[config.mk]
export PLATFORM = sky130hd
export DESIGN_NAME = line_bus_seize
export DESIGN_NICKNAME = d
export VERILOG_FILES = /design/src/rtl/lbs_pkg.sv /design/src/rtl/lbs_ack_sync.sv /design/src/rtl/lbs_req_gen.sv /design/src/rtl/lbs_holdoff.sv /design/src/rtl/line_bus_seize.sv
export SDC_FILE = /design/constraint.sdc
export NUM_CORES = 1
export LEC_CHECK = 0
export CAP_MARGIN = 10
export CELL_PAD_IN_SITES_DETAIL_PLACEMENT = 1
export CELL_PAD_IN_SITES_GLOBAL_PLACEMENT = 1
export CORE_ASPECT_RATIO = 0.75
export CORE_MARGIN = 5
export CORE_UTILIZATION = 27
export CTS_CLUSTER_DIAMETER = 80
export CTS_CLUSTER_SIZE = 40
export DETAILED_ROUTE_END_ITERATION = 7
export PLACE_DENSITY = 0.54
export SETUP_SLACK_MARGIN = 0.02
export SLEW_MARGIN = 25
export SYNTH_ARGS = -nofsm -noshare
export SYNTH_HDL_FRONTEND = slang
export SYNTH_SLANG_ARGS = --single-unit
[constraint.sdc]
create_clock -name clk -period 3.6 [get_ports clk]
set_input_delay 0.36 -clock clk [delete_from_list [all_inputs] [get_ports clk]]
set_output_delay 0.36 -clock clk [all_outputs]
set_load 0.005 [all_outputs]
[src/rtl/lbs_pkg.sv]
package lbs_pkg;
  // Hold-off length in controller cycles, from clock rate and time in ns.
  function automatic int unsigned holdoff_cycles(input int unsigned clk_hz,
                                                 input int unsigned hold_ns);
    int unsigned c;
    c = ((clk_hz / 1000) * hold_ns) / 1000000;
    if (c < 2) c = 2;
    return c;
  endfunction
endpackage

[src/rtl/lbs_ack_sync.sv]
module lbs_ack_sync #(
  parameter int STAGES = 2
) (
  input  logic clk,
  input  logic rst_n,
  input  logic async_in,
  output logic sync_out
);
  logic [STAGES-1:0] chain;

  generate
    for (genvar i = 0; i < STAGES; i++) begin : g_stage
      if (i == 0) begin : g_first
        always_ff @(posedge clk or negedge rst_n) begin
          if (!rst_n) chain[0] <= 1'b0;
          else        chain[0] <= async_in;
        end
      end else begin : g_next
        always_ff @(posedge clk or negedge rst_n) begin
          if (!rst_n) chain[i] <= 1'b0;
          else        chain[i] <= chain[i-1];
        end
      end
    end
  endgenerate

  assign sync_out = chain[STAGES-1];
endmodule

[src/rtl/lbs_req_gen.sv]
module lbs_req_gen #(
  parameter int BRIDGE = 4
) (
  input  logic clk,
  input  logic rst_n,
  input  logic video_on,
  input  logic line_start,
  input  logic line_hold,
  output logic req_q,
  output logic req_d
);
  localparam int BW = $clog2(BRIDGE + 1);
  localparam logic [BW-1:0] BRIDGE_LD = BW'(BRIDGE);

  logic [BW-1:0] bridge_q;
  logic          bridge_busy;

  assign bridge_busy = (bridge_q != '0);
  // Registered request: the start pulse sets it, bridge or hold keeps it.
  assign req_d = video_on & (line_start | (req_q & (bridge_busy | line_hold)));

  always_ff @(posedge clk or negedge rst_n) begin
    if (!rst_n) begin
      bridge_q <= '0;
      req_q    <= 1'b0;
    end else begin
      req_q <= req_d;
      if (line_start && video_on) bridge_q <= BRIDGE_LD;
      else if (bridge_busy)       bridge_q <= bridge_q - 1'b1;
    end
  end
endmodule

[src/rtl/lbs_holdoff.sv]
module lbs_holdoff #(
  parameter int DELAY = 60
) (
  input  logic clk,
  input  logic rst_n,
  input  logic req_q,
  input  logic req_d,
  output logic en_q
);
  localparam int CW = (DELAY < 2) ? 1 : $clog2(DELAY);
  localparam logic [CW-1:0] LAST = CW'(DELAY - 1);

  logic [CW-1:0] cnt_q;
  logic          expire;
  logic          en_d;

  assign expire = req_q & (cnt_q == LAST);
  // Enable only while the request survives this edge; drops with it.
  assign en_d   = req_d & (en_q | expire);

  always_ff @(posedge clk or negedge rst_n) begin
    if (!rst_n) begin
      cnt_q <= '0;
      en_q  <= 1'b0;
    end else begin
      en_q <= en_d;
      if (!req_q)            cnt_q <= '0;
      else if (cnt_q != LAST) cnt_q <= cnt_q + 1'b1;
    end
  end
endmodule

[src/rtl/line_bus_seize.sv]
module line_bus_seize #(
  parameter int CLK_HZ      = 4000000,
  parameter int HOLDOFF_NS  = 15000,
  parameter int BRIDGE      = 4,
  parameter int SYNC_STAGES = 2
) (
  input  logic clk,
  input  logic rst_n,
  input  logic video_on,
  input  logic line_start,
  input  logic line_hold,
  input  logic cpu_ack,
  output logic bus_req,
  output logic buf_en,
  output logic ack_sync
);
  localparam int DELAY = int'(lbs_pkg::holdoff_cycles(CLK_HZ, HOLDOFF_NS));

  logic req_q;
  logic req_d;

  lbs_req_gen #(.BRIDGE(BRIDGE)) u_req (
    .clk       (clk),
    .rst_n     (rst_n),
    .video_on  (video_on),
    .line_start(line_start),
    .line_hold (line_hold),
    .req_q     (req_q),
    .req_d     (req_d)
  );

  lbs_holdoff #(.DELAY(DELAY)) u_hold (
    .clk  (clk),
    .rst_n(rst_n),
    .req_q(req_q),
    .req_d(req_d),
    .en_q (buf_en)
  );

  lbs_ack_sync #(.STAGES(SYNC_STAGES)) u_sync (
    .clk     (clk),
    .rst_n   (rst_n),
    .async_in(cpu_ack),
    .sync_out(ack_sync)
  );

  assign bus_req = req_q;
endmodule

After elaboration in Yosys (flattened, before gate mapping):

Index checks and enable logic that the tools add are counted.

* output and inout port bits: 3
* register bits after elaboration: 13

* reduce and logical (&&, ||, !) cells: 3
* bitwise gates (word level): 7
* equal/unequal tests: 3
* mux-type cells: 4
* $add $sub $neg: 2

Operators by type and width (number)
* $mux 6: 2
* $add 6x1->6 const B: 1
* $eq 6x6->1 const B: 1
* $mux 3: 2
* $ne 6x6->1 const B: 1
* $and 1x1->1: 4
* $or 1x1->1: 3
* $reduce_bool 3->1: 1
* $sub 3x1->3 const B: 1
* $ne 2x1->1 const B: 1
* $reduce_bool 2->1: 1
* $logic_and 1x1->1: 1

Logic depth before layout (Yosys ltp):

Gate-level depths: netlist of the first run.

* depth after elaboration: 6
* mapped depth: 5
* depth with buffers taken out: 5

Hierarchy:

A second synthesis of the first run with hierarchy kept.

* cell total of the unflattened synthesis: 55
* area, all modules: 614.3 sq um

By module, submodules not included
* lbs_holdoff: seq. area each 175.2 sq um, cells each 34, area each 351.6 sq um, times used 1
* lbs_req_gen: seq. area each 100.1 sq um, cells each 19, area each 212.7 sq um, times used 1
* lbs_ack_sync: seq. area each 50.0 sq um, cells each 2, area each 50.0 sq um, times used 1

Worst setup path before layout of the first run:

Ideal clock, no wire load.

* path kind: register to register
* from: reg u_req.bridge_q[0]
* to: reg u_hold.en_q
* buffers on the path: 0
* period minus slack after synthesis: 1.162 ns
* required time: 3.481 ns
* stages on the path, launching flop included: 6
* arrival time: 1.044 ns
* path slack: 2.438 ns
* path through: dfrtp_1 -> inv_1 -> ha_1 -> nand2b_1 -> o31a_1 -> o21a_1

* word-level cells in the longest chain between the ends: 6

Ends and longest elaborated chain
* from (decl): RTL line lbs_req_gen.sv:15 `logic [BW-1:0] bridge_q;`
* from (signal assigned): RTL line lbs_req_gen.sv:29 `else if (bridge_busy) bridge_q <= bridge_q - 1'b1;`
* $reduce_bool 3->1: RTL line lbs_req_gen.sv:18 `assign bridge_busy = (bridge_q != '0);`
* $or 1x1->1: RTL line lbs_req_gen.sv:20 `assign req_d = video_on & (line_start | (req_q & (bridge_busy | line_hold)));`
* $and 1x1->1: RTL line lbs_req_gen.sv:20
* $or 1x1->1: RTL line lbs_req_gen.sv:20
* $and 1x1->1: RTL line lbs_req_gen.sv:20
* named net req_d: RTL line line_bus_seize.sv:20 `logic req_d;`
* $and 1x1->1: RTL line lbs_holdoff.sv:19 `assign en_d = req_d & (en_q | expire);`
* named net u_hold.en_d: RTL line lbs_holdoff.sv:15 `logic en_d;`
* to (signal assigned): RTL line lbs_holdoff.sv:26 `en_q <= en_d;`
* to (decl): RTL line lbs_holdoff.sv:8 `output logic en_q`

The timed path passes the listed nets, and every way through them passes these cells.
A chain may end at the register's enable or synchronous reset.

Final worst setup path of the first run:

* from: reg u_req.req_q
* to: out bus_req

RTL lines
* from (decl): RTL line lbs_req_gen.sv:9 `output logic req_q,`
* from (signal assigned): RTL line lbs_req_gen.sv:27 `req_q <= req_d;`
* to (decl): RTL line line_bus_seize.sv:13 `output logic bus_req,`

No word-level cell between the ends.

==> results.json, run 1 <==
{
  "status": "finished, final reports clean",
  "clk-insertion-delay-late_ns": 0.27,
  "post-route-drc-count": 0,
  "cts.clk_slew.worst_paths_ns": 0.08,
  "post_cts_resized": 0,
  "critPathBufInv": 1,
  "clock_skew_ns": 0.00244,
  "setup_viol": 0,
  "pin_count": 9,
  "die_area_um2": 3300,
  "min_path_type": "flop to flop",
  "finalCriticalPeriod_ns": 1.72,
  "antenna_found_initial": 0,
  "area_growth_pct": 21.7,
  "grt-busiest-layer": "met2",
  "drv_slew": 0,
  "required_ns": 3.24,
  "finalPower_w": 0.000369,
  "place_congestion": 0.662,
  "antenna_cells": 0,
  "hold_buffers": 0,
  "postSynthCellCount": 53,
  "synth_ff_type": "dfrtp_1",
  "crit_arrival_ns": 1.36,
  "wl_per_cell_um": 12.9,
  "slowest_delay_ns": 0.57,
  "grt-ovfl-total": 0,
  "ys_ff_latch": 13,
  "io_buffer_count": 8,
  "finalSetupTns_ns": 0,
  "irDropWorstVdd_mv": 0.232,
  "rsz0062_at_grt": "false",
  "met3_usage_pct": 4.82,
  "crit_type": "flop to output pin",
  "cts_tree": "built",
  "grt_max_degree": 14,
  "gr-usage-met1_pct": 10.7,
  "slowest_stage": "clkdlybuf4s50_1",
  "critical_path.top_delay_family": "buffers and inverters",
  "critPathMaxFanout": 11,
  "cap_violations": 0,
  "slew-limit-headroom_pct": 60.7,
  "finalCritPeriodShare_pct": 47.7,
  "die_w_um": 64.7,
  "timing.fmax_ghz": 0.583,
  "die_y_um": 51.0,
  "num_rows": 14,
  "synth_area_um2": 606,
  "cts_buffer_depth": 2,
  "clock-sinks": 13,
  "initial_core_util_pct": 29.3,
  "crit_path_cell_trace": "clkdlybuf4s50_1",
  "cts_root_buffer": "clkbuf_4",
  "avgSynthCellArea_um2": 11.4,
  "vias_per_cell": 4.67,
  "drive_gt1_share_pct": 7.81,
  "fill_cells": 243,
  "wl_um": 1130,
  "cp-start-kind": "flop",
  "p_per_area_nw_per_um2": 501,
  "yosys_warnings": 0,
  "final_core_util_pct": 35.7,
  "hpwl_um": 852,
  "endpoint_kind": "output pin",
  "hold_viol": 0,
  "core_area_um2": 2070,
  "antenna_left": 0,
  "nNetsFinal": 74,
  "grt_pass1_vias": 442,
  "synth-edff-count": 0,
  "post-cts-setup-buffers": 0,
  "async_flop_share_pct": 100,
  "synth.distinct_cells": 26,
  "seq_area_frac_synth_pct": 53.7,
  "cts_made_buffers": 3,
  "dr.first_iter.drc_count": 6,
  "grt_pass1_wl_um": 2010,
  "grt.total_usage_pct": 8.45,
  "syn_nets": 62,
  "dr.pass1.iters": 2,
  "num_vias": 411,
  "tightest_slew_ns": 0.588,
  "leakage_nw": 0.298,
  "h-tree-depth": 1,
  "grt.met2_usage_pct": 11.5
}
[cells in the mapped netlist, drive strengths merged, types with 2 or more instances]
cell | n | area share [%]
dfrtp | 13 | 54
o21a | 2 | 2.5
nand2 | 5 | 3.1
inv | 2 | 1.2
ha | 3 | 6.2
nand3 | 3 | 3.3
mux2i | 2 | 3.3
nor2 | 2 | 1.2
and2 | 2 | 2.1
a21boi | 2 | 2.5
xnor2 | 3 | 4.3
nand2b | 2 | 2.1
[power breakdown]
| group | leakage (nW) | total (W) | switching (W) | internal [W] |
|---|---|---|---|---|
| Sequential | 0.168 | 0.000187 | 0.0000183 | 0.000169 |
| Clock | 0.0150 | 0.0000894 | 0.0000465 | 0.0000429 |
| Combinational | 0.115 | 0.0000923 | 0.0000430 | 0.0000493 |
| Total | 0.298 | 0.000369 | 0.000108 | 0.000261 |
[flip-flops by register name, summed over array words and instances (netlist names)]
register and flops:
u_sync.sync_out 1, u_req.bridge_q 3, u_req.req_q 1, u_sync.chain 1
u_hold.en_q 1, u_hold.cnt_q 6
[final cells by class]
type	count	area [um2]	share of cell area [%]
multi-input cells	37	268	36.3
clock buffers	4	26.3	3.57
flip-flops and latches	13	325	44.1
repair buffers	8	80.1	10.9
well taps	24	30.0	4.07
inverters	2	7.51	1.02
[placed cells by master (no fill, tap or decap)]
cell type and n:
a21boi_1 1, o31a_1 1, nor3_1 1, nor2b_1 1
clkbuf_1 1, clkbuf_4 3, or2b_1 1, inv_1 2
a221oi_1 1, clkdlybuf4s50_1 8, a221o_1 1, o21ai_0 1
or3_1 1, a21boi_0 1, nand3b_1 1, dfrtp_1 13
nand3_1 2, and2_1 2, a21oi_1 1, nor2_1 2
nand2b_1 2, nand3_2 1, o21a_1 2, xnor2_1 3
nor3b_2 1, ha_1 3, mux2i_1 2, nand2_1 5
[path summary, 6_finish.rpt]
| path | start | endpoint | slack [ns] | depth (start not counted) |
|---|---|---|---|---|
| max reg2reg | u_req.bridge_q[0] | u_hold.en_q | 2.33 | 5 |
| max in group asynchronous | rst_n | u_hold.cnt_q[0] | 2.76 | 1 |
| min in group asynchronous | rst_n | u_sync.sync_out | 0.45 | 1 |
| min reg2reg | u_sync.chain[0] | u_sync.sync_out | 0.36 | 0 |
| min | u_sync.chain[0] | u_sync.sync_out | 0.36 | 0 |
| max | u_req.req_q | bus_req | 1.88 | 1 |
[per-stage QoR]
stage	instance area, um2	worst slack [ns]	hold slack (ns)	instances
6_report	737	1.88	0.358	88
2_1_floorplan	606	2.44	0.0644	53
4_1_cts	737	1.84	0.359	88
3_5_place_dp	711	2.17	0.341	84
5_1_grt	737	1.77	0.363	88
3_3_place_gp	711	2.16	0.334	84
[layer usage]
metal,up-vias,share of wire (%)
met5,-,0
met4,0,0.88
met3,2,5.5
met2,10,41
met1,194,52
li1,205,-
[worst register-to-register path: cells and delay by family (launching register included)]
family / cells / cell delay, ns
flip-flops: 1 / 0.40
AND/OR/NAND/NOR: 1 / 0.13
adder cells (fa/ha/maj): 1 / 0.17
AO/OA/AOI/OAI: 2 / 0.38
buffers and inverters: 1 / 0.09
[kinds of logic (layout without fill, tap and decap cells)]
| logic type | count (synthesis) | in the layout | synth area share [%] |
|---|---|---|---|
| xor gates and xnor gates | 3 | 3 | 4.34 |
| and+or+nand+nor | 20 | 20 | 19.2 |
| DFF | 13 | 13 | 53.7 |
| AOI/OAI and AO/OA | 9 | 9 | 11.2 |
| adders and majority gates | 3 | 3 | 6.20 |
| muxes | 2 | 2 | 3.31 |
| buffers and inverters | 3 | 14 | 2.07 |
No activity file was read; power rests on OpenSTA's default activity.
==> run 2: changes to the inputs <==
- PLACE_DENSITY: 0.54 -> 0.56
- clock period: 3.6 -> 1.4 ns (I/O delays scaled with it)
==> results.json, run 2 (synthesized netlist as in run 1, its figures left out) <==
{
  "largest_reg_flops": 6,
  "antenna_cells": 0,
  "hold_slack_ns": 0.166,
  "largestRegisters": "u_hold.cnt_q (6), u_req.bridge_q (3)",
  "dr_wl_met2_um": 543,
  "wl_um": 1200,
  "p_per_area_nw_per_um2": 1300,
  "leakage_nw": 0.312,
  "cts.clk_slew.worst_paths_ns": 0.08,
  "clock_skew_ns": 0.00732,
  "crit_type": "flop to output pin",
  "critPathBufInv": 1,
  "final_cell_mix": "dfrtp_1 (13), clkdlybuf4s50_1 (8), nand2_1 (5)",
  "fin_area_um2": 759,
  "grt.total_usage_pct": 8.49,
  "hold_buffers": 0,
  "wl_met1_um": 561,
  "clk-insertion-delay-late_ns": 0.27,
  "num_rows": 14,
  "grt_pass1_vias": 478,
  "grt_max_degree": 14,
  "core_area_um2": 2070,
  "post-route-drc-count": 0,
  "min_path_type": "input pin to async pin",
  "irDropWorstVdd_mv": 0.526,
  "io_buffer_count": 8,
  "place_congestion": 0.659,
  "top_layer_used": "met4",
  "fill_cells": 226,
  "antenna_found_initial": 0,
  "drv_slew": 0,
  "grt-ovfl-total": 0,
  "cts_made_buffers": 3,
  "clock-sinks": 13,
  "finalCriticalPeriod_ns": 1.29,
  "vias_per_cell": 4.77,
  "die_area_um2": 3300,
  "dr.pass1.iters": 4,
  "met3_length_um": 87,
  "required_ns": 1.26,
  "dr.first_iter.drc_count": 3,
  "die_w_um": 64.7,
  "cp-start-kind": "flop",
  "slowest_stage": "clkdlybuf4s50_1",
  "finalSetupTns_ns": 0,
  "grt_pass1_wl_um": 2100,
  "area_growth_pct": 25.4,
  "setup_viol": 0,
  "cts_buffer_depth": 2,
  "tightest_slew_ns": 0.242,
  "hold_viol": 0,
  "endpoint_kind": "output pin",
  "num_vias": 434,
  "critical_path.top_delay_family": "buffers and inverters",
  "status": "finished, final reports clean",
  "final_core_util_pct": 36.7,
  "timing.fmax_ghz": 0.778,
  "nNetsFinal": 77,
  "pin_count": 9,
  "post_cts_resized": 0,
  "slew-limit-headroom_pct": 83.8,
  "hpwl_um": 944,
  "placed_area_um2": 726,
  "post-cts-setup-buffers": 0,
  "rsz0062_at_grt": "false",
  "finalCritPeriodShare_pct": 91.8,
  "critPathMaxFanout": 2,
  "wl_per_cell_um": 13.2,
  "cap_violations": 0,
  "h-tree-depth": 1,
  "cts_tree": "built",
  "largest-register": "u_hold.cnt_q",
  "final_common_cell": "dfrtp_1",
  "crit_path_cell_trace": "clkdlybuf4s50_1",
  "drive_gt1_share_pct": 11.9,
  "die_y_um": 51.0,
  "crit_arrival_ns": 1.15,
  "initial_core_util_pct": 29.3,
  "slowest_delay_ns": 0.51,
  "cts_root_buffer": "clkbuf_4",
  "antenna_left": 0
}
==> run 2: changes by cell type in the layout (fill, tap and decap cells not counted) <==
cell / previous run / this run
buf_4: 0 / 3
==> run 2: report_power, final <==
group / total, W / internal, W / switching [W]
logic: 0.000290 / 0.000152 / 0.000137
registers: 0.000473 / 0.000434 / 0.0000386
clock network: 0.000229 / 0.000110 / 0.000118
total: 0.000991 / 0.000697 / 0.000294
==> run 2: metrics by stage <==
step	worst slack [ns]	instances	power, W
after detailed placement	0.0966	86	0.000758
after floorplan	0.238	53	0.000656
after CTS	0.0745	90	0.000996
after global placement	0.136	86	0.000739
final	0.115	91	0.000991
after global routing	0.0539	91	0.00107
==> run 2: path summary, 6_finish.rpt <==
path,start,endpoint,slack [ns],depth (start not counted)
worst max-delay path,u_req.req_q,bus_req,0.11,1
worst min-delay path,rst_n,u_req.bridge_q[2],0.17,2
worst max register to register,u_req.bridge_q[0],u_hold.en_q,0.15,5
worst min register to register,u_sync.chain[0],u_sync.sync_out,0.36,0
max in group asynchronous,rst_n,u_hold.en_q,1.06,2
min in group clk,cpu_ack,u_sync.chain[0],0.31,1
==> run 2: area by class of cell <==
type,count,area [um2],area share (%)
timing repair buffer,11,103,13.5
multi-input combinational,37,268,35.3
tap,24,30.0,3.95
inverter,2,7.51,0.988
clock buffer,4,26.3,3.46
sequential,13,325,42.8
==> run 2: routing by layer <==
| layer | vias up | GRT usage, % |
|---|---|---|
| li1 | 209 | - |
| met1 | 214 | 10.4 |
| met2 | 9 | 13.2 |
| met3 | 2 | 3.29 |
| met4 | 0 | 4.21 |
| met5 | - | 0 |
==> run 3: changes to the inputs <==
- CAP_MARGIN: 10 -> 0
- PLACE_DENSITY: 0.56 -> 0.57
==> results.json, run 3 (synthesized netlist as in run 1, its figures left out) <==
{
  "status": "finished, final reports clean",
  "post-route-drc-count": 0,
  "finalCriticalPeriod_ns": 1.27,
  "finalSetupTns_ns": 0,
  "critPathMaxFanout": 2,
  "reg2reg_depth": 5,
  "dr.pass1.iters": 2,
  "die_area_um2": 3300,
  "cp-start-kind": "flop",
  "critical_path.top_delay_family": "buffers and inverters",
  "num_vias": 418,
  "cap_violations": 0,
  "final_cell_mix": "dfrtp_1 (13), clkdlybuf4s50_1 (8), nand2_1 (5)",
  "largest-register": "u_hold.cnt_q",
  "leakage_nw": 0.308,
  "num_rows": 14,
  "wl_per_cell_um": 13.2,
  "largestRegisters": "u_hold.cnt_q (6), u_req.bridge_q (3)",
  "core_area_um2": 2070,
  "critPathBufInv": 1,
  "endpoint_kind": "output pin",
  "hpwl_um": 859,
  "die_y_um": 51.0,
  "fill_cells": 235,
  "pin_count": 9,
  "h-tree-depth": 1,
  "post_cts_resized": 0,
  "drive_gt1_share_pct": 10.6,
  "cts_made_buffers": 3,
  "die_w_um": 64.7,
  "rsz0062_at_grt": "false",
  "cts.clk_slew.worst_paths_ns": 0.08,
  "area_growth_pct": 24.2,
  "clock_skew_ns": 0.00301,
  "finalCritPeriodShare_pct": 90.4,
  "grt_pass1_wl_um": 2170,
  "hold_slack_ns": 0.170,
  "cp.depth": 1,
  "grt.total_usage_pct": 8.92,
  "cts_buffer_depth": 2,
  "tightest_slew_ns": 0.257,
  "fin_cells": 90,
  "cts_root_buffer": "clkbuf_4",
  "hold_viol": 0,
  "crit_arrival_ns": 1.13,
  "dp.cells": 86,
  "nNetsFinal": 76,
  "wl_um": 1190,
  "largest_reg_flops": 6,
  "slew-limit-headroom_pct": 82.8,
  "irDropWorstVdd_mv": 0.452,
  "min_path_type": "input pin to async pin",
  "setup_viol": 0,
  "clk-insertion-delay-late_ns": 0.27,
  "p_per_area_nw_per_um2": 1270,
  "crit_type": "flop to output pin",
  "initial_core_util_pct": 29.3,
  "antenna_found_initial": 0,
  "crit_path_cell_trace": "clkdlybuf4s50_1",
  "hold_buffers": 0,
  "timing.fmax_ghz": 0.790,
  "place_congestion": 0.685,
  "slowest_delay_ns": 0.50,
  "antenna_left": 0,
  "io_buffer_count": 8,
  "dr.first_iter.drc_count": 4,
  "slowest_stage": "clkdlybuf4s50_1",
  "final_common_cell": "dfrtp_1",
  "grt-ovfl-total": 0,
  "clock-sinks": 13,
  "grt_max_degree": 14,
  "cts_tree": "built",
  "vias_per_cell": 4.64,
  "post-cts-setup-buffers": 0,
  "required_ns": 1.26,
  "antenna_cells": 0,
  "grt_pass1_vias": 448,
  "drv_slew": 0
}
run 3: layer usage:
layer  share of wire (%)  track usage, %  vias up
met5                   0               0        -
met4                 1.0            3.16        0
met3                 9.0            5.92        2
met2                  40            11.8       10
met1                  50            11.5      198
li1                    -               -      208
run 3: area by class of cell:
| type | instances | area, um2 | area share (%) |
|---|---|---|---|
| multi-input combinational | 37 | 268 | 35.6 |
| timing repair buffer | 10 | 95.1 | 12.6 |
| sequential | 13 | 325 | 43.3 |
| clock buffer | 4 | 26.3 | 3.49 |
| inverter | 2 | 7.51 | 0.998 |
| tap | 24 | 30.0 | 3.99 |
run 3: through the flow:
step | worst slack [ns] | total power (W) | instance area (um2) | utilization [%]
floorplan | 0.238 | 0.000656 | 606 | -
finish | 0.134 | 0.000958 | 752 | 36.4
detailed placement | 0.139 | 0.000741 | 726 | 35.1
CTS | 0.109 | 0.000987 | 752 | 36.4
global route | 0.0366 | 0.00106 | 752 | 36.4
global placement | 0.146 | 0.000735 | 726 | 35.1
run 3: power breakdown:
group	internal, W	switching, W	leakage (nW)
Clock	0.000110	0.000120	0.0150
Sequential	0.000434	0.0000385	0.168
Combinational	0.000133	0.000121	0.125
Total	0.000678	0.000280	0.308
run 3: path summary, 6_finish.rpt:
check	slack, ns	endpoint	from
max	0.13	buf_en	u_hold.en_q
min	0.17	u_hold.cnt_q[5]	rst_n
max reg2reg	0.15	u_hold.en_q	u_req.bridge_q[0]
min reg2reg	0.36	u_sync.sync_out	u_sync.chain[0]
max in group asynchronous	1.07	u_hold.cnt_q[1]	rst_n
min in group clk	0.30	u_sync.chain[0]	cpu_ack
